### src/rtl/rfm_pkg.sv
package rfm_pkg;

  // Next row pointer after a granted refresh, wrapping at the row count.
  function automatic int unsigned wrap_inc(input int unsigned v, input int unsigned lim);
    return (v + 1 >= lim) ? 0 : v + 1;
  endfunction

  // Credit count after one cycle: add earned, subtract spent, clamp at max.
  function automatic int unsigned credit_step(input int unsigned cur, input bit earn,
                                              input bit spend, input int unsigned cap);
    int unsigned s;
    s = cur + (earn ? 1 : 0);
    if (spend && s != 0) s = s - 1;
    return (s > cap) ? cap : s;
  endfunction

endpackage

### src/rtl/rfm_interval.sv
module rfm_interval #(
  parameter int unsigned INTERVAL = 5
) (
  input  logic clk,
  input  logic rst_n,
  input  logic tick_i,
  output logic earn_o
);
  localparam int unsigned IW = (INTERVAL > 1) ? $clog2(INTERVAL) : 1;

  logic [IW-1:0] phase_q;
  logic          at_end;

  assign at_end = (phase_q == IW'(INTERVAL - 1));
  assign earn_o = tick_i && at_end;

  always_ff @(posedge clk) begin
    if (!rst_n)        phase_q <= '0;
    else if (earn_o)   phase_q <= '0;
    else if (tick_i)   phase_q <= phase_q + 1'b1;
  end


  phase_range_chk: assert property (@(posedge clk) disable iff (!rst_n)
    32'(phase_q) < INTERVAL);


  phase_hold_chk: assert property (@(posedge clk) disable iff (!rst_n)
    !tick_i |=> $stable(phase_q));

endmodule

### src/rtl/rfm_credits.sv
module rfm_credits #(
  parameter int unsigned CREDIT_MAX = 8
) (
  input  logic clk,
  input  logic rst_n,
  input  logic earn_i,
  input  logic spend_i,
  output logic any_o,
  output logic full_o
);
  localparam int unsigned CW = $clog2(CREDIT_MAX + 1);

  logic [CW-1:0] cred_q;
  logic [CW-1:0] cred_d;

  always_comb begin
    cred_d = CW'(rfm_pkg::credit_step(32'(cred_q), earn_i, spend_i, CREDIT_MAX));
  end

  always_ff @(posedge clk) begin
    if (!rst_n) cred_q <= '0;
    else        cred_q <= cred_d;
  end

  assign any_o  = (cred_q != '0);
  assign full_o = (32'(cred_q) == CREDIT_MAX);


  no_overflow_chk: assert property (@(posedge clk) disable iff (!rst_n)
    32'(cred_q) <= CREDIT_MAX);


  no_underflow_chk: assert property (@(posedge clk) disable iff (!rst_n)
    spend_i |-> cred_q != '0);


  grow_cause_chk: assert property (@(posedge clk) disable iff (!rst_n)
    (cred_q > $past(cred_q)) |-> $past(earn_i));

endmodule

### src/rtl/rfm_row_walker.sv
module rfm_row_walker #(
  parameter int unsigned ROWS = 16,
  parameter int unsigned RW   = 4
) (
  input  logic          clk,
  input  logic          rst_n,
  input  logic          adv_i,
  output logic [RW-1:0] row_o
);
  logic [RW-1:0] row_q;

  always_ff @(posedge clk) begin
    if (!rst_n)     row_q <= '0;
    else if (adv_i) row_q <= RW'(rfm_pkg::wrap_inc(32'(row_q), ROWS));
  end

  assign row_o = row_q;


  row_range_chk: assert property (@(posedge clk) disable iff (!rst_n)
    32'(row_q) < ROWS);


  row_move_chk: assert property (@(posedge clk) disable iff (!rst_n)
    !adv_i |=> $stable(row_q));

endmodule

### src/rtl/rfm_refresh_mgr.sv
module rfm_refresh_mgr #(
  parameter int unsigned ROWS       = 16,
  parameter int unsigned INTERVAL   = 5,
  parameter int unsigned CREDIT_MAX = 8,
  localparam int unsigned RW        = (ROWS > 1) ? $clog2(ROWS) : 1
) (
  input  logic          clk,
  input  logic          rst_n,
  input  logic          tick_i,
  input  logic          txn_active_i,
  input  logic          slot_grant_i,
  output logic          refresh_req_o,
  output logic          force_o,
  output logic [RW-1:0] row_o
);
  logic earn;
  logic any_credit;
  logic full_credit;
  logic granted;

  rfm_interval #(.INTERVAL(INTERVAL)) u_interval (
    .clk(clk), .rst_n(rst_n), .tick_i(tick_i), .earn_o(earn)
  );

  rfm_credits #(.CREDIT_MAX(CREDIT_MAX)) u_credits (
    .clk(clk), .rst_n(rst_n), .earn_i(earn), .spend_i(granted),
    .any_o(any_credit), .full_o(full_credit)
  );

  rfm_row_walker #(.ROWS(ROWS), .RW(RW)) u_rows (
    .clk(clk), .rst_n(rst_n), .adv_i(granted), .row_o(row_o)
  );

  assign force_o       = full_credit;
  assign refresh_req_o = any_credit && (!txn_active_i || full_credit);
  assign granted       = slot_grant_i && refresh_req_o;


  defer_chk: assert property (@(posedge clk) disable iff (!rst_n)
    (refresh_req_o && txn_active_i) |-> force_o);


  force_req_chk: assert property (@(posedge clk) disable iff (!rst_n)
    force_o |-> refresh_req_o);


  grant_step_chk: assert property (@(posedge clk) disable iff (!rst_n)
    (granted && 32'(row_o) < ROWS - 1) |=> 32'(row_o) == 32'($past(row_o)) + 1);

endmodule

### config.mk
export PLATFORM = sky130hd
export DESIGN_NAME = rfm_refresh_mgr
export DESIGN_NICKNAME = d
export VERILOG_FILES = /design/src/rtl/rfm_pkg.sv /design/src/rtl/rfm_interval.sv /design/src/rtl/rfm_credits.sv /design/src/rtl/rfm_row_walker.sv /design/src/rtl/rfm_refresh_mgr.sv
export SDC_FILE = /design/constraint.sdc
export NUM_CORES = 1
export LEC_CHECK = 0
export BUFFER_PORTS_ARGS = -buffer_cell sky130_fd_sc_hd__buf_2
export CAP_MARGIN = 20
export CORE_UTILIZATION = 37
export DETAILED_ROUTE_END_ITERATION = 7
export PLACE_DENSITY_LB_ADDON = 0.25
export SLEW_MARGIN = 20
export SYNTH_ARGS = -nofsm -noshare
export SYNTH_HDL_FRONTEND = slang
export SYNTH_HIERARCHICAL = 1
export SYNTH_SLANG_ARGS = --single-unit
### constraint.sdc
create_clock -name clk -period 2.93 [get_ports clk]
set_clock_uncertainty 0.05 [all_clocks]
set_input_delay 0 -clock clk [delete_from_list [all_inputs] [get_ports clk]]
set_output_delay 0 -clock clk [all_outputs]
set_load 0.01 [all_outputs]
# --- After elaboration in Yosys (flattened, before gate mapping) ---
# Cells that the tools add are included.
word_totals:
  regBits: 11
  input_bits: 5
  output_inout_bits: 6
  word_cells: 27
op_classes:
  addsub: 4
  magnitude_cmp: 2
  eq_ne: 2
  muxes: 4
  bitwise_logic: 1
  reduce_logical: 10
op_table:
  columns: ["cell", "count"]
  rows:
  - ["$add A4 B32 Y32", 1]
  - ["$gt A32 B4 Y1 const B", 1]
  - ["$mux W32", 1]
  - ["$reduce_bool A32 Y1", 1]
  - ["$sub A32 B1 Y32 const B", 1]
  - ["$mux W4", 2]
  - ["$add A4 B1 Y5 const B", 1]
  - ["$ge A5 B5 Y1 const B", 1]
  - ["$eq A4 B4 Y1 const B", 1]
  - ["$logic_and A1 B1 Y1", 4]
  - ["$reduce_bool A4 Y1", 1]
  - ["$reduce_or A2 Y1", 2]
  - ["$add A3 B1 Y3 const B", 1]
  - ["$eq A3 B3 Y1 const B", 1]
  - ["$logic_not A1 Y1", 1]
  - ["$logic_or A1 B1 Y1", 1]
  - ["$mux W1", 1]
  - ["$not A1 Y1", 1]

# --- Depth between registers and ports, before layout ---
# Gate-level depths: netlist of the first run.
depth:
  word_depth: 9
  mapped_depth: 12
  ltp_nobuf: 12

# --- Modules after synthesis ---
# Netlist of the first run, hierarchy kept.
by_module_without_submodules:
  columns: ["mod", "instances", "cells_each", "area_per_inst_um2", "seq_area_each_um2"]
  rows:
  - ["rfm_credits", 1, 42, 364.1, 80.1]
  - ["rfm_row_walker", 1, 18, 186.4, 80.1]
  - ["rfm_interval", 1, 19, 166.4, 60.1]
  - ["rfm_refresh_mgr", 1, 3, 18.8, 0.0]

# --- Worst setup path after synthesis of the first run ---
# No wires, ideal clock.
synth_timing:
  kind: "register to register"
  from: "reg u_interval.phase_q[0]"
  to: "reg u_credits.cred_q[1]"
  setup_ns: 0.096
  arrival_ns: 2.409
  required_ns: 2.784
  setup_slack_ns: 0.375
  path_stages_with_launch: 13
  path_buffers: 0
  period_less_slack_ns: 2.555
  cell_sequence: "dfxtp_1 > inv_1 > ha_1 > and3_2 > ha_1 > ha_1 > inv_1 > ha_1 > nor2b_1 > nand2b_1 > o21ai_1 > mux2i_1 > nor4b_1"
synth_via:
  elab_chain_len: 9
  word_cells_on_any_way: 10
  classes_between: "add/sub: 2; order compare: 1; eq/ne: 1; mux: 2; reduce/logical: 4"
synth_lines:
  columns: ["item", "line", "rtl"]
  rows:
  - ["from (decl)", "rfm_interval.sv:11", "logic [IW-1:0] phase_q;"]
  - ["from (signal assigned)", "rfm_interval.sv:20", "else if (tick_i) phase_q <= phase_q + 1'b1;"]
  - ["$eq A3 B3 Y1 (*)", "rfm_interval.sv:14", "assign at_end = (phase_q == IW'(INTERVAL - 1));"]
  - ["$logic_and A1 B1 Y1 (*)", "rfm_interval.sv:15", "assign earn_o = tick_i && at_end;"]
  - ["net earn", "rfm_refresh_mgr.sv:16", "logic earn;"]
  - ["$mux W1 (*)", "rfm_pkg.sv:12", "s = cur + (earn ? 1 : 0);"]
  - ["$add A4 B32 Y32 (*)", "rfm_pkg.sv:12", null]
  - ["parallel branches: the longest is 2 deep, another holds $sub A32 B1 Y32", null, null]
  - ["$mux W32 (*)", "rfm_pkg.sv:13", "if (spend && s != 0) s = s - 1;"]
  - ["$gt A32 B4 Y1", "rfm_pkg.sv:14", "return (s > cap) ? cap : s;"]
  - ["$reduce_or A2 Y1 (no source line)", null, null]
  - ["to (signal assigned)", "rfm_credits.sv:22", "else cred_q <= cred_d;"]
  - ["to (decl)", "rfm_credits.sv:13", "logic [CW-1:0] cred_q;"]
# Mark *: on every way through the listed nets, which the timed path passes.
# A chain may end at the register's enable or synchronous reset.

# --- Final worst setup path of the first run ---
layout_timing:
  from: "reg u_interval.phase_q[0]"
  to: "reg u_credits.cred_q[3]"
layout_via:
  elab_chain_len: 9
  word_cells_on_any_way: 10
  classes_between: "add/sub: 2; order compare: 1; eq/ne: 1; mux: 3; reduce/logical: 3"
layout_lines:
  columns: ["item", "line"]
  rows:
  - ["$eq A3 B3 Y1 (*)", "rfm_interval.sv:14"]
  - ["$logic_and A1 B1 Y1 (*)", "rfm_interval.sv:15"]
  - ["net earn", "rfm_refresh_mgr.sv:16"]
  - ["$mux W1 (*)", "rfm_pkg.sv:12"]
  - ["$add A4 B32 Y32 (*)", "rfm_pkg.sv:12"]
  - ["parallel branches: the longest is 2 deep, another holds $sub A32 B1 Y32", null]
  - ["$mux W32 (*)", "rfm_pkg.sv:13"]
  - ["$gt A32 B4 Y1", "rfm_pkg.sv:14"]
  - ["$mux W4 (*)", "rfm_pkg.sv:14"]
# Marked as above.

==> metrics.txt, run 1 <==
# TYPE chip_impl_metric gauge
chip_impl_metric{name="number_of_buffers_inserted_during_clock_tree_synthesis",unit=""} 3
chip_impl_metric{name="route.met3.wl",unit="um"} 42
chip_impl_metric{name="fmaxAchievable",unit="MHz"} 361
chip_impl_metric{name="diodes",unit=""} 0
chip_impl_metric{name="core.rowCount",unit=""} 15
chip_impl_metric{name="synth_async_sr_flop_share",unit="%"} 0
chip_impl_info{name="regToRegStartpoint",value="u_interval/phase_q[0]"} 1
chip_impl_info{name="dominantRegCellSynth",value="dfxtp_1"} 1
chip_impl_info{name="routed.top_layer",value="met4"} 1
chip_impl_metric{name="placement.setup.worst_slack",unit="ns"} 0.159
chip_impl_metric{name="grt_first_pass_wirelength",unit="um"} 2240
chip_impl_metric{name="path_max_fanout",unit=""} 4
chip_impl_metric{name="clock_power_share",unit="%"} 37.6
chip_impl_metric{name="report.final.setup_viol",unit=""} 0
chip_impl_metric{name="number_of_filler_cells_placed_in_the_layout",unit=""} 172
chip_impl_info{name="grt_setup_unrepaired",value="true"} 1
chip_impl_metric{name="synthesis.area",unit="um2"} 736
chip_impl_metric{name="global_route_usage_sum",unit="%"} 15.2
chip_impl_metric{name="dieWidth",unit="um"} 46.6
chip_impl_metric{name="synth_enable_flop_cells",unit=""} 0
chip_impl_metric{name="die_height",unit="um"} 46.6
chip_impl_metric{name="detailedPlacementHpwl",unit="um"} 996
chip_impl_metric{name="report.final.hold_viol_count",unit=""} 0
chip_impl_info{name="setup_cp_type",value="flip-flop to flip-flop"} 1
chip_impl_metric{name="postRouteWirelength",unit="um"} 1390
chip_impl_info{name="ctsRootBufferMaster",value="clkbuf_4"} 1
chip_impl_metric{name="floorplan.core_area",unit="mm2"} 0.00180
chip_impl_metric{name="clock_tree.buffer_depth",unit=""} 2
chip_impl_metric{name="vias_per_cell",unit=""} 5.20
chip_impl_metric{name="grt_antenna_before_repair",unit=""} 0
chip_impl_metric{name="wl_met2",unit="um"} 619
chip_impl_metric{name="initial_core_util",unit="%"} 40.8
chip_impl_metric{name="p_comb_share",unit="%"} 7.3
chip_impl_metric{name="cts_setup_buffers",unit=""} 0
chip_impl_metric{name="timing.max_slew.rel_slack",unit="%"} 73.0
chip_impl_metric{name="report.final.slew_viol_count",unit=""} 0
chip_impl_metric{name="required",unit="ns"} 3.11
chip_impl_metric{name="areaGrowthSynthToFinish",unit="%"} 19.7
chip_impl_metric{name="gpl.final_weighted_congestion",unit=""} 0.718
chip_impl_metric{name="drt-pass1-iter-count",unit=""} 4
chip_impl_metric{name="period_needed",unit="ns"} 2.77
chip_impl_metric{name="drc",unit=""} 0
chip_impl_info{name="mostFrequentLayoutCells",value="11 x dfxtp_1, 10 x buf_2, 7 x ha_1, 6 x nand3_1"} 1
chip_impl_info{name="holdCritPathClass",value="primary input to flip-flop"} 1
chip_impl_info{name="cp-start-kind",value="flip-flop"} 1
chip_impl_info{name="crit_path_frequent_cell",value="ha_1"} 1
chip_impl_metric{name="timing.final.ws_setup",unit="ns"} 0.163
chip_impl_metric{name="crit_buf_inv",unit=""} 2
chip_impl_metric{name="powerDensity",unit="mW/mm2"} 318
chip_impl_metric{name="syn_avg_cell_area",unit="um2"} 8.97
chip_impl_metric{name="route.vias.total",unit=""} 635
chip_impl_metric{name="worstMarginPinSlew",unit="ns"} 0.404
chip_impl_info{name="synthTopCellsByArea",value="dfxtp_1 30%, ha_1 12%, mux2i_1 5.4%"} 1
chip_impl_metric{name="final_layout_net_count",unit=""} 110
chip_impl_metric{name="drt_iter0_drc",unit=""} 12
chip_impl_metric{name="fp.dieArea",unit="mm2"} 0.00217
chip_impl_metric{name="internal_power",unit="uW"} 213
chip_impl_info{name="timing.hold.worst.start",value="slot_grant_i"} 1
chip_impl_metric{name="irDropWorstVdd",unit="V"} 0.000225
chip_impl_metric{name="postRouteAntennaNets",unit=""} 0
chip_impl_metric{name="power_switching_share",unit="%"} 24.1
chip_impl_metric{name="switching_power",unit="uW"} 67.4
chip_impl_metric{name="drive_above_1_share",unit="%"} 23.7
chip_impl_metric{name="numPlacedInstances",unit=""} 116
chip_impl_metric{name="synth.net_count",unit=""} 94
chip_impl_metric{name="cts_num_sinks",unit=""} 11
chip_impl_metric{name="syn_inst_count",unit=""} 82
chip_impl_info{name="run_status",value="finished, final reports clean"} 1
chip_impl_metric{name="biggest_cell_delay_along_the_critical_path",unit="ns"} 0.45
chip_impl_info{name="synth.largest_area_cell",value="dfxtp_1"} 1
chip_impl_metric{name="leakage",unit="nW"} 0.401
chip_impl_metric{name="grt_max_degree",unit=""} 11
chip_impl_info{name="path_cells",value="inv_1, ha_1, and3_2, ha_1, ha_1, inv_1, ha_1, nor2b_1, nand2b_1, o41ai_4, o21a_1"} 1
chip_impl_metric{name="share_seq_of_total_power",unit="%"} 55.0
chip_impl_metric{name="top_level_ports",unit=""} 11
chip_impl_metric{name="first_global_vias",unit=""} 532
chip_impl_info{name="tritoncts",value="yes"} 1
chip_impl_metric{name="worstPathArrival",unit="ns"} 2.94
chip_impl_metric{name="clk_pin_slew_worst_paths",unit="ns"} 0.08
chip_impl_metric{name="max_cap_violations",unit=""} 0
chip_impl_metric{name="yosys_register_bits",unit=""} 11
chip_impl_info{name="cp-end-kind",value="flip-flop"} 1
chip_impl_metric{name="synth_sequential_area_ratio",unit="%"} 29.9
chip_impl_metric{name="average_routed_wire_per_standard_cell",unit="um"} 11.4
chip_impl_metric{name="synthDominantCellAreaShare",unit="%"} 29.9
chip_impl_metric{name="htree_levels",unit=""} 1
chip_impl_metric{name="buffer_ports.inserted",unit=""} 10
chip_impl_metric{name="synthDistinctLibCells",unit=""} 33
chip_impl_metric{name="final_cycle_share",unit="%"} 94.5
chip_impl_metric{name="grt_overflow",unit=""} 0
chip_impl_metric{name="layout.cells.non_filler",unit=""} 122
chip_impl_metric{name="yosysWarningCount",unit=""} 6
chip_impl_info{name="worst_path_max_delay_cell",value="o41ai_4"} 1
chip_impl_info{name="most_common_cell_after_layout_fill_and_taps_aside",value="dfxtp_1"} 1
chip_impl_info{name="cp-startpoint",value="u_interval/phase_q[0]"} 1
chip_impl_metric{name="insertion_delay",unit="ns"} 0.28
chip_impl_metric{name="detail_route.wirelength.met1",unit="um"} 714
chip_impl_info{name="cp_top_family",value="adder cells"} 1
[kinds of logic after synthesis]
logic type      count (synthesis)  synth area share (%)
compound gates                 14                  15.6
buf+inv                         6                  3.57
fa+ha+maj                       7                  11.9
mux                             4                  5.44
xor+xnor                        5                  5.95
simple gates                   35                  27.6
flops                          11                  29.9
[flip-flops by register name, indices dropped and copies added (netlist names)]
| name | flops |
|---|---|
| u_rows/row_o | 4 |
| u_credits/cred_q | 4 |
| u_interval/phase_q | 3 |
[cells in the mapped netlist, types with 2 or more instances]
| master | number |
|---|---|
| mux2i_1 | 4 |
| o21ai_0 | 3 |
| nor2b_1 | 3 |
| ha_1 | 7 |
| nor2_1 | 3 |
| xnor2_1 | 4 |
| nor4_1 | 2 |
| inv_1 | 5 |
| nand3_1 | 6 |
| and3_2 | 2 |
| nand2b_1 | 4 |
| nor4b_1 | 2 |
| nand2_1 | 5 |
| a21oi_1 | 2 |
| dfxtp_1 | 11 |
| and2_1 | 2 |
[cell type report]
cell class                 count  area [um2]  share of cell area [%]
clock inverter                 1        5.00                   0.568
inverter                       5        18.8                    2.13
sequential                    11         220                    25.0
multi-input combinational     65         513                    58.2
clock buffer                   3        22.5                    2.56
tap                           25        31.3                    3.55
timing repair buffer          12        70.1                    7.95
[power groups by stage]
stage | clock network (mW) | registers, mW | logic [mW]
finish | 0.105 | 0.154 | 0.0205
global placement | 0 | 0.157 | 0.0178
global route | 0.119 | 0.155 | 0.0235
detailed placement | 0 | 0.158 | 0.0183
CTS | 0.113 | 0.154 | 0.0204
floorplan | 0 | 0.157 | 0.0113
[path summary, 6_finish.rpt]
check                     endpoint  slack [ns]  depth (start not counted)
max            u_credits/cred_q[3]        0.16                         11
min                u_rows/row_o[0]        0.27                          4
max reg2reg    u_credits/cred_q[3]        0.16                         11
min reg2reg  u_interval/phase_q[1]        0.45                          2
[routing by layer]
| layer | vias up | global-route usage [%] |
|---|---|---|
| met3 | 2 | 7.06 |
| met4 | 0 | 7.06 |
| li1 | 326 | - |
| met1 | 296 | 18.5 |
| met5 | - | 0 |
| met2 | 11 | 22.2 |
[worst min-delay path, stage by stage]
cell,delay [ns]
buf_2,0.09
and3_1,0.25
nand3b_1,0.13
a21boi_0,0.06
[stage by stage]
stage	hold WS [ns]	TNS [ns]	utilization, %	cell area (um2)	power, mW
2_1_floorplan	0.0676	0	-	736	0.169
3_3_place_gp	0.274	0	44.9	810	0.175
3_5_place_dp	0.275	0	44.9	810	0.176
4_1_cts	0.262	0	47.6	857	0.287
5_1_grt	0.293	-0.0141	48.9	881	0.297
6_report	0.267	0	48.9	881	0.280
[repair_timing]
item	in CTS	in global routing
resized for setup	0	4
hold buffers	2	0
hold endpoints to repair	5	0
setup endpoints to repair	0	3
(Power assumes the default switching activity.)
==> run 2: changes to the inputs <==
- CORE_UTILIZATION: 37 -> 54
- MAX_ROUTING_LAYER: default -> met4
==> metrics.txt, run 2 (synthesis gave the netlist of run 1 again) <==
# TYPE chip_impl_metric gauge
chip_impl_info{name="run_status",value="finished, final reports clean"} 1
chip_impl_metric{name="fmaxAchievable",unit="MHz"} 364
chip_impl_info{name="regToRegStartpoint",value="u_interval/phase_q[0]"} 1
chip_impl_metric{name="postRouteWirelength",unit="um"} 1450
chip_impl_info{name="ctsRootBufferMaster",value="clkbuf_4"} 1
chip_impl_metric{name="postRouteAntennaNets",unit=""} 0
chip_impl_metric{name="powerDensity",unit="mW/mm2"} 323
chip_impl_info{name="worst_path_max_delay_cell",value="o41ai_4"} 1
chip_impl_metric{name="route.vias.total",unit=""} 644
chip_impl_metric{name="final_cycle_share",unit="%"} 93.8
chip_impl_metric{name="grt_max_degree",unit=""} 11
chip_impl_metric{name="diodes",unit=""} 0
chip_impl_metric{name="period_needed",unit="ns"} 2.75
chip_impl_metric{name="irDropWorstVdd",unit="V"} 0.000248
chip_impl_info{name="mostFrequentLayoutCells",value="10 x buf_2, 10 x dfxtp_1, 7 x ha_1, 6 x nand3_1"} 1
chip_impl_info{name="crit_path_frequent_cell",value="ha_1"} 1
chip_impl_metric{name="number_of_filler_cells_placed_in_the_layout",unit=""} 93
chip_impl_metric{name="drt_iter0_drc",unit=""} 6
chip_impl_metric{name="worstMarginPinSlew",unit="ns"} 0.440
chip_impl_metric{name="fin_tns_setup",unit="ns"} 0
chip_impl_metric{name="clock_power_share",unit="%"} 38.1
chip_impl_metric{name="core.rowCount",unit=""} 12
chip_impl_metric{name="grt_antenna_before_repair",unit=""} 0
chip_impl_metric{name="fp.dieArea",unit="mm2"} 0.00151
chip_impl_metric{name="grt_overflow",unit=""} 0
chip_impl_info{name="grt_setup_unrepaired",value="false"} 1
chip_impl_metric{name="grt_first_pass_wirelength",unit="um"} 2390
chip_impl_metric{name="clock_tree.buffer_depth",unit=""} 2
chip_impl_metric{name="first_global_vias",unit=""} 586
chip_impl_metric{name="biggest_cell_delay_along_the_critical_path",unit="ns"} 0.47
chip_impl_info{name="holdCritPathClass",value="primary input to flip-flop"} 1
chip_impl_metric{name="timing.hold.worst_path_depth",unit=""} 4
chip_impl_metric{name="path_max_fanout",unit=""} 4
chip_impl_metric{name="buffer_ports.inserted",unit=""} 10
chip_impl_info{name="tritoncts",value="yes"} 1
chip_impl_metric{name="regToRegSetupSlack",unit="ns"} 0.18
chip_impl_metric{name="rr_worst_depth",unit=""} 11
chip_impl_metric{name="top_level_ports",unit=""} 11
chip_impl_metric{name="gpl.final_weighted_congestion",unit=""} 0.781
chip_impl_metric{name="htree_levels",unit=""} 1
chip_impl_metric{name="number_of_buffers_inserted_during_clock_tree_synthesis",unit=""} 3
chip_impl_metric{name="leakage",unit="nW"} 0.409
chip_impl_metric{name="crit_buf_inv",unit=""} 2
chip_impl_metric{name="cts_num_sinks",unit=""} 11
chip_impl_metric{name="initial_core_util",unit="%"} 62.0
chip_impl_metric{name="final_layout_net_count",unit=""} 110
chip_impl_metric{name="drt-pass1-iter-count",unit=""} 4
chip_impl_metric{name="fin_area",unit="um2"} 875
chip_impl_metric{name="placement.cell_area",unit="um2"} 796
chip_impl_metric{name="p_comb_share",unit="%"} 7.3
chip_impl_metric{name="internal_power",unit="uW"} 215
chip_impl_info{name="path_cells",value="inv_1, ha_1, and3_2, ha_1, ha_1, inv_1, ha_1, nor2b_1, nand2b_4, o41ai_4, o21a_1"} 1
chip_impl_metric{name="dieWidth",unit="um"} 38.9
chip_impl_metric{name="detailedPlacementHpwl",unit="um"} 1030
chip_impl_metric{name="clk_pin_slew_worst_paths",unit="ns"} 0.07
chip_impl_metric{name="max_cap_violations",unit=""} 0
chip_impl_metric{name="drive_above_1_share",unit="%"} 24.7
chip_impl_metric{name="required",unit="ns"} 3.10
chip_impl_metric{name="report.final.hold_viol_count",unit=""} 0
chip_impl_metric{name="worstPathArrival",unit="ns"} 2.92
chip_impl_metric{name="power_switching_share",unit="%"} 23.7
chip_impl_metric{name="areaGrowthSynthToFinish",unit="%"} 18.9
chip_impl_info{name="cp-end-kind",value="flip-flop"} 1
chip_impl_metric{name="insertion_delay",unit="ns"} 0.27
chip_impl_info{name="cp-start-kind",value="flip-flop"} 1
chip_impl_metric{name="share_seq_of_total_power",unit="%"} 54.7
chip_impl_info{name="cp_top_family",value="adder cells"} 1
chip_impl_metric{name="global_route_usage_sum",unit="%"} 24.4
chip_impl_metric{name="vias_per_cell",unit=""} 5.80
chip_impl_metric{name="average_routed_wire_per_standard_cell",unit="um"} 13.1
chip_impl_metric{name="report.final.slew_viol_count",unit=""} 0
chip_impl_info{name="r2r_end",value="u_credits/cred_q[3]"} 1
chip_impl_metric{name="floorplan.core_area",unit="mm2"} 0.00119
chip_impl_info{name="setup_cp_type",value="flip-flop to flip-flop"} 1
chip_impl_info{name="timing.hold.worst.start",value="slot_grant_i"} 1
chip_impl_metric{name="die_height",unit="um"} 38.9
chip_impl_metric{name="switching_power",unit="uW"} 66.9
chip_impl_metric{name="drc",unit=""} 0
chip_impl_info{name="whs_endpoint",value="u_rows/row_o[0]"} 1
chip_impl_metric{name="report.final.setup_viol",unit=""} 0
chip_impl_metric{name="timing.max_slew.rel_slack",unit="%"} 70.7
==> run 2: layer usage <==
layer / GRT usage (%) / vias up / routed length (um)
met1: 28.4 / 304 / 676
met5: - / - / 0
met3: 8.67 / 2 / 50
li1: - / 324 / -
met2: 39.2 / 14 / 706
met4: 7.76 / 0 / 16
==> run 2: how the worst max path moves through the flow <==
| stage | end | cells past startpoint | from |
|---|---|---|---|
| after floorplan | u_credits/cred_q[1] | 12 | u_interval/phase_q[0] |
| after global placement | u_credits/cred_q[1] | 12 | u_interval/phase_q[0] |
| after detailed placement | u_credits/cred_q[1] | 12 | u_interval/phase_q[0] |
| after CTS | u_credits/cred_q[1] | 12 | u_interval/phase_q[0] |
| after global routing | u_credits/cred_q[3] | 11 | u_interval/phase_q[1] |
| final | u_credits/cred_q[3] | 11 | u_interval/phase_q[0] |
==> run 2: layout make-up <==
cell class / count / area (um2) / area share (%)
Multi-Input combinational cell: 65 / 520 / 59.5
Sequential cell: 11 / 221 / 25.3
Timing Repair Buffer: 12 / 70.1 / 8.01
Clock buffer: 4 / 26.3 / 3.00
Inverter: 5 / 18.8 / 2.15
Tap cell: 14 / 17.5 / 2.00
==> run 2: tightest hold or removal path, cell delays in order <==
cell and delay, ns:
buf_2 0.09, and3_1 0.28, nand3b_1 0.14, a21boi_0 0.06
==> run 2: stage by stage <==
step	total power, mW	setup slack [ns]	std cells	utilization, %	hold WS (ns)
global placement	0.175	0.163	105	67.1	0.269
detailed placement	0.176	0.125	105	67.1	0.278
floorplan	0.169	0.375	82	-	0.0676
CTS	0.285	0.113	111	71.0	0.261
finish	0.282	0.180	111	73.7	0.302
global route	0.296	0.0251	111	73.7	0.327
==> run 2: power groups by stage <==
stage | Combinational, mW | Clock, mW | Sequential, mW
2_1_floorplan | 0.0113 | 0 | 0.157
3_3_place_gp | 0.0174 | 0 | 0.157
3_5_place_dp | 0.0181 | 0 | 0.158
4_1_cts | 0.0202 | 0.110 | 0.154
5_1_grt | 0.0236 | 0.117 | 0.155
6_report | 0.0205 | 0.107 | 0.154
==> run 2: what timing repair did <==
action | CTS | global route
gates resized for setup | 0 | 7
hold buffers | 2 | 0
endpoints found under the hold margin | 4 | 0
setup buffers | 0 | 0
endpoints found under the setup margin | 0 | 4
==> run 3: changes to the inputs <==
- SETUP_SLACK_MARGIN: default -> 0.1
- SYNTH_HIERARCHICAL: 1 -> default
==> metrics.txt, run 3 <==
# TYPE chip_impl_metric gauge
chip_impl_metric{name="clk_pin_slew_worst_paths",unit="ns"} 0.08
chip_impl_metric{name="cts_num_sinks",unit=""} 11
chip_impl_metric{name="number_of_buffers_inserted_during_clock_tree_synthesis",unit=""} 3
chip_impl_metric{name="gpl.final_weighted_congestion",unit=""} 0.873
chip_impl_metric{name="fin_tns_setup",unit="ns"} 0
chip_impl_metric{name="powerDensity",unit="mW/mm2"} 306
chip_impl_metric{name="synthDominantCellAreaShare",unit="%"} 27.8
chip_impl_metric{name="clock_tree.buffer_depth",unit=""} 2
chip_impl_metric{name="grt_antenna_before_repair",unit=""} 0
chip_impl_info{name="most_common_library_cells_after_synthesis",value="16 x nor2_1, 11 x dfxtp_1, 9 x inv_1, 9 x nand2_1, 8 x ha_1"} 1
chip_impl_info{name="holdCritPathClass",value="primary input to flip-flop"} 1
chip_impl_metric{name="htree_levels",unit=""} 1
chip_impl_info{name="path_cells",value="inv_1, ha_1, and3_1, ha_2, ha_4, inv_1, ha_1, and3_1, ha_1, nor2b_2, mux2_4, nand4_2, nor2_1"} 1
chip_impl_metric{name="crit_buf_inv",unit=""} 2
chip_impl_metric{name="final_cycle_share",unit="%"} 92.4
chip_impl_metric{name="cts_setup_buffers",unit=""} 0
chip_impl_info{name="worst_path_max_delay_cell",value="dfxtp_2"} 1
chip_impl_metric{name="report.final.slew_viol_count",unit=""} 0
chip_impl_metric{name="synth_async_sr_flop_share",unit="%"} 0
chip_impl_metric{name="synth.net_count",unit=""} 108
chip_impl_metric{name="drive_above_1_share",unit="%"} 25.2
chip_impl_metric{name="average_routed_wire_per_standard_cell",unit="um"} 12.9
chip_impl_info{name="run_status",value="finished, final reports clean"} 1
chip_impl_metric{name="numPlacedInstances",unit=""} 120
chip_impl_metric{name="path_max_fanout",unit=""} 4
chip_impl_metric{name="yosysWarningCount",unit=""} 0
chip_impl_metric{name="leakage",unit="nW"} 0.418
chip_impl_metric{name="global_route_usage_sum",unit="%"} 25.2
chip_impl_metric{name="vias_per_cell",unit=""} 5.68
chip_impl_metric{name="irDropWorstVdd",unit="V"} 0.000311
chip_impl_metric{name="dieWidth",unit="um"} 40.3
chip_impl_metric{name="fp.dieArea",unit="mm2"} 0.00163
chip_impl_info{name="ctsRootBufferMaster",value="clkbuf_4"} 1
chip_impl_metric{name="postRouteAntennaNets",unit=""} 0
chip_impl_info{name="mostFrequentLayoutCells",value="16 x nor2_1, 10 x buf_2, 9 x inv_1, 9 x nand2_1, 9 x dfxtp_1"} 1
chip_impl_metric{name="report.final.setup_viol",unit=""} 0
chip_impl_metric{name="first_global_vias",unit=""} 664
chip_impl_metric{name="report.final.hold_viol_count",unit=""} 0
chip_impl_metric{name="worstPathArrival",unit="ns"} 2.82
chip_impl_metric{name="final_layout_net_count",unit=""} 125
chip_impl_metric{name="die_height",unit="um"} 40.3
chip_impl_metric{name="insertion_delay",unit="ns"} 0.27
chip_impl_metric{name="required",unit="ns"} 3.05
chip_impl_metric{name="grt_overflow",unit=""} 0
chip_impl_metric{name="areaGrowthSynthToFinish",unit="%"} 18.1
chip_impl_metric{name="fmaxAchievable",unit="MHz"} 369
chip_impl_info{name="setup_cp_type",value="flip-flop to flip-flop"} 1
chip_impl_info{name="synth.largest_area_cell",value="dfxtp_1"} 1
chip_impl_metric{name="postRouteWirelength",unit="um"} 1630
chip_impl_metric{name="diodes",unit=""} 0
chip_impl_metric{name="synth_enable_flop_cells",unit=""} 0
chip_impl_metric{name="max_cap_violations",unit=""} 0
chip_impl_info{name="crit_path_frequent_cell",value="ha_1"} 1
chip_impl_info{name="yosys.cell_count.top_type",value="nor2_1"} 1
chip_impl_metric{name="route.vias.total",unit=""} 716
chip_impl_metric{name="biggest_cell_delay_along_the_critical_path",unit="ns"} 0.35
chip_impl_metric{name="drt-pass1-iter-count",unit=""} 4
chip_impl_metric{name="top_level_ports",unit=""} 11
chip_impl_metric{name="initial_core_util",unit="%"} 59.5
chip_impl_metric{name="timing.max_slew.rel_slack",unit="%"} 56.5
chip_impl_metric{name="syn_avg_cell_area",unit="um2"} 8.35
chip_impl_info{name="cp-end-kind",value="flip-flop"} 1
chip_impl_info{name="synthTopCellsByArea",value="dfxtp_1 28%, ha_1 13%, nor2_1 7.6%"} 1
chip_impl_metric{name="layout.cells.non_filler",unit=""} 126
chip_impl_metric{name="grt_max_degree",unit=""} 10
chip_impl_metric{name="worst_hold_slack",unit="ns"} 0.134
chip_impl_metric{name="worstMarginPinSlew",unit="ns"} 0.647
chip_impl_metric{name="grt_first_pass_wirelength",unit="um"} 2590
chip_impl_metric{name="drt_iter0_drc",unit=""} 16
chip_impl_metric{name="utilization",unit="%"} 70.3
chip_impl_metric{name="core.rowCount",unit=""} 13
chip_impl_metric{name="synth_sequential_area_ratio",unit="%"} 27.8
chip_impl_metric{name="synthesis.area",unit="um2"} 793
chip_impl_metric{name="syn_inst_count",unit=""} 95
chip_impl_metric{name="detailedPlacementHpwl",unit="um"} 1190
chip_impl_info{name="tritoncts",value="yes"} 1
chip_impl_info{name="most_common_cell_after_layout_fill_and_taps_aside",value="nor2_1"} 1
chip_impl_metric{name="floorplan.core_area",unit="mm2"} 0.00133
chip_impl_metric{name="synthDistinctLibCells",unit=""} 27
chip_impl_info{name="dominantRegCellSynth",value="dfxtp_1"} 1
chip_impl_info{name="cp-start-kind",value="flip-flop"} 1
chip_impl_metric{name="drc",unit=""} 0
chip_impl_metric{name="period_needed",unit="ns"} 2.71
chip_impl_metric{name="buffer_ports.inserted",unit=""} 10
chip_impl_info{name="cp_top_family",value="adder cells"} 1
chip_impl_metric{name="yosys_register_bits",unit=""} 11
chip_impl_info{name="grt_setup_unrepaired",value="false"} 1
run 3: cell count changes in the layout (fill, tap and decap cells not counted), sizes merged, moves of 3 or more:
| cell | delta |
|---|---|
| a21oi | +4 |
| inv | +4 |
| nand2 | +3 |
| nand2b | -3 |
| nand3 | -3 |
| nor2 | +13 |
run 3: kinds of logic (layout without fill, tap and decap cells):
kind of cell | Yosys count | in the layout | synth area share, %
AND/OR/NAND/NOR | 38 | 38 | 23.7
AO/OA/AOI/OAI | 17 | 17 | 15.9
flip-flops | 11 | 11 | 27.8
buffers and inverters | 9 | 25 | 4.26
adder cells (fa/ha/maj) | 8 | 8 | 12.6
XOR/XNOR | 6 | 6 | 7.57
multiplexers | 6 | 6 | 8.20
run 3: path summary, 6_finish.rpt:
| check | slack [ns] | endpoint | cells after the start | from |
|---|---|---|---|---|
| max | 0.22 | u_credits.cred_q[1] | 13 | u_interval.phase_q[0] |
| min | 0.13 | u_rows.row_o[0] | 4 | txn_active_i |
| max reg2reg | 0.22 | u_credits.cred_q[1] | 13 | u_interval.phase_q[0] |
| min reg2reg | 0.46 | u_rows.row_o[3] | 2 | u_rows.row_o[3] |
run 3: where the power goes:
part	switching, mW	internal, mW	total [mW]	leakage [nW]
combinational	0.0142	0.0123	0.0264	0.310
clock	0.0540	0.0505	0.105	0.0177
sequential	0.00268	0.153	0.156	0.0897
total	0.0709	0.216	0.287	0.418
run 3: worst reg2reg max path, stage by stage, from the launching register on:
cell and delay (ns):
dfxtp_2 0.35, inv_1 0.05, ha_1 0.20, and3_1 0.19
ha_2 0.21, ha_4 0.28, inv_1 0.05, ha_1 0.21
and3_1 0.15, ha_1 0.26, nor2b_2 0.16, mux2_4 0.29
nand4_2 0.10, nor2_1 0.06
run 3: layout make-up:
type / count / area (um2)
multi-input combinational: 75 / 564
fill: 118 / 397
sequential: 11 / 223
timing repair buffer: 12 / 70.1
inverter: 9 / 33.8
clock buffer: 3 / 22.5
tap: 15 / 18.8
clock inverter: 1 / 5.00
run 3: routing by layer:
metal  up-vias  wire (um)  global-route usage [%]
met4         0          5                    9.17
met5         -          0                       -
met1       330        746                    29.4
met2        24        774                    38.1
met3         2        101                    11.1
li1        360          -                       -
run 3: metrics by stage:
| stage | setup WS (ns) | instance area [um2] | power, mW |
|---|---|---|---|
| 6_report | 0.222 | 937 | 0.287 |
| 4_1_cts | 0.125 | 910 | 0.290 |
| 3_3_place_gp | 0.208 | 862 | 0.181 |
| 5_1_grt | 0.108 | 937 | 0.301 |
| 3_5_place_dp | 0.149 | 862 | 0.182 |
| 2_1_floorplan | 0.297 | 793 | 0.173 |
run 3: timing repair:
action                                  CTS  global route
hold buffers                              2             0
resized for setup                         0             6
endpoints found under the hold margin     5             0
endpoints found under the setup margin    0             4
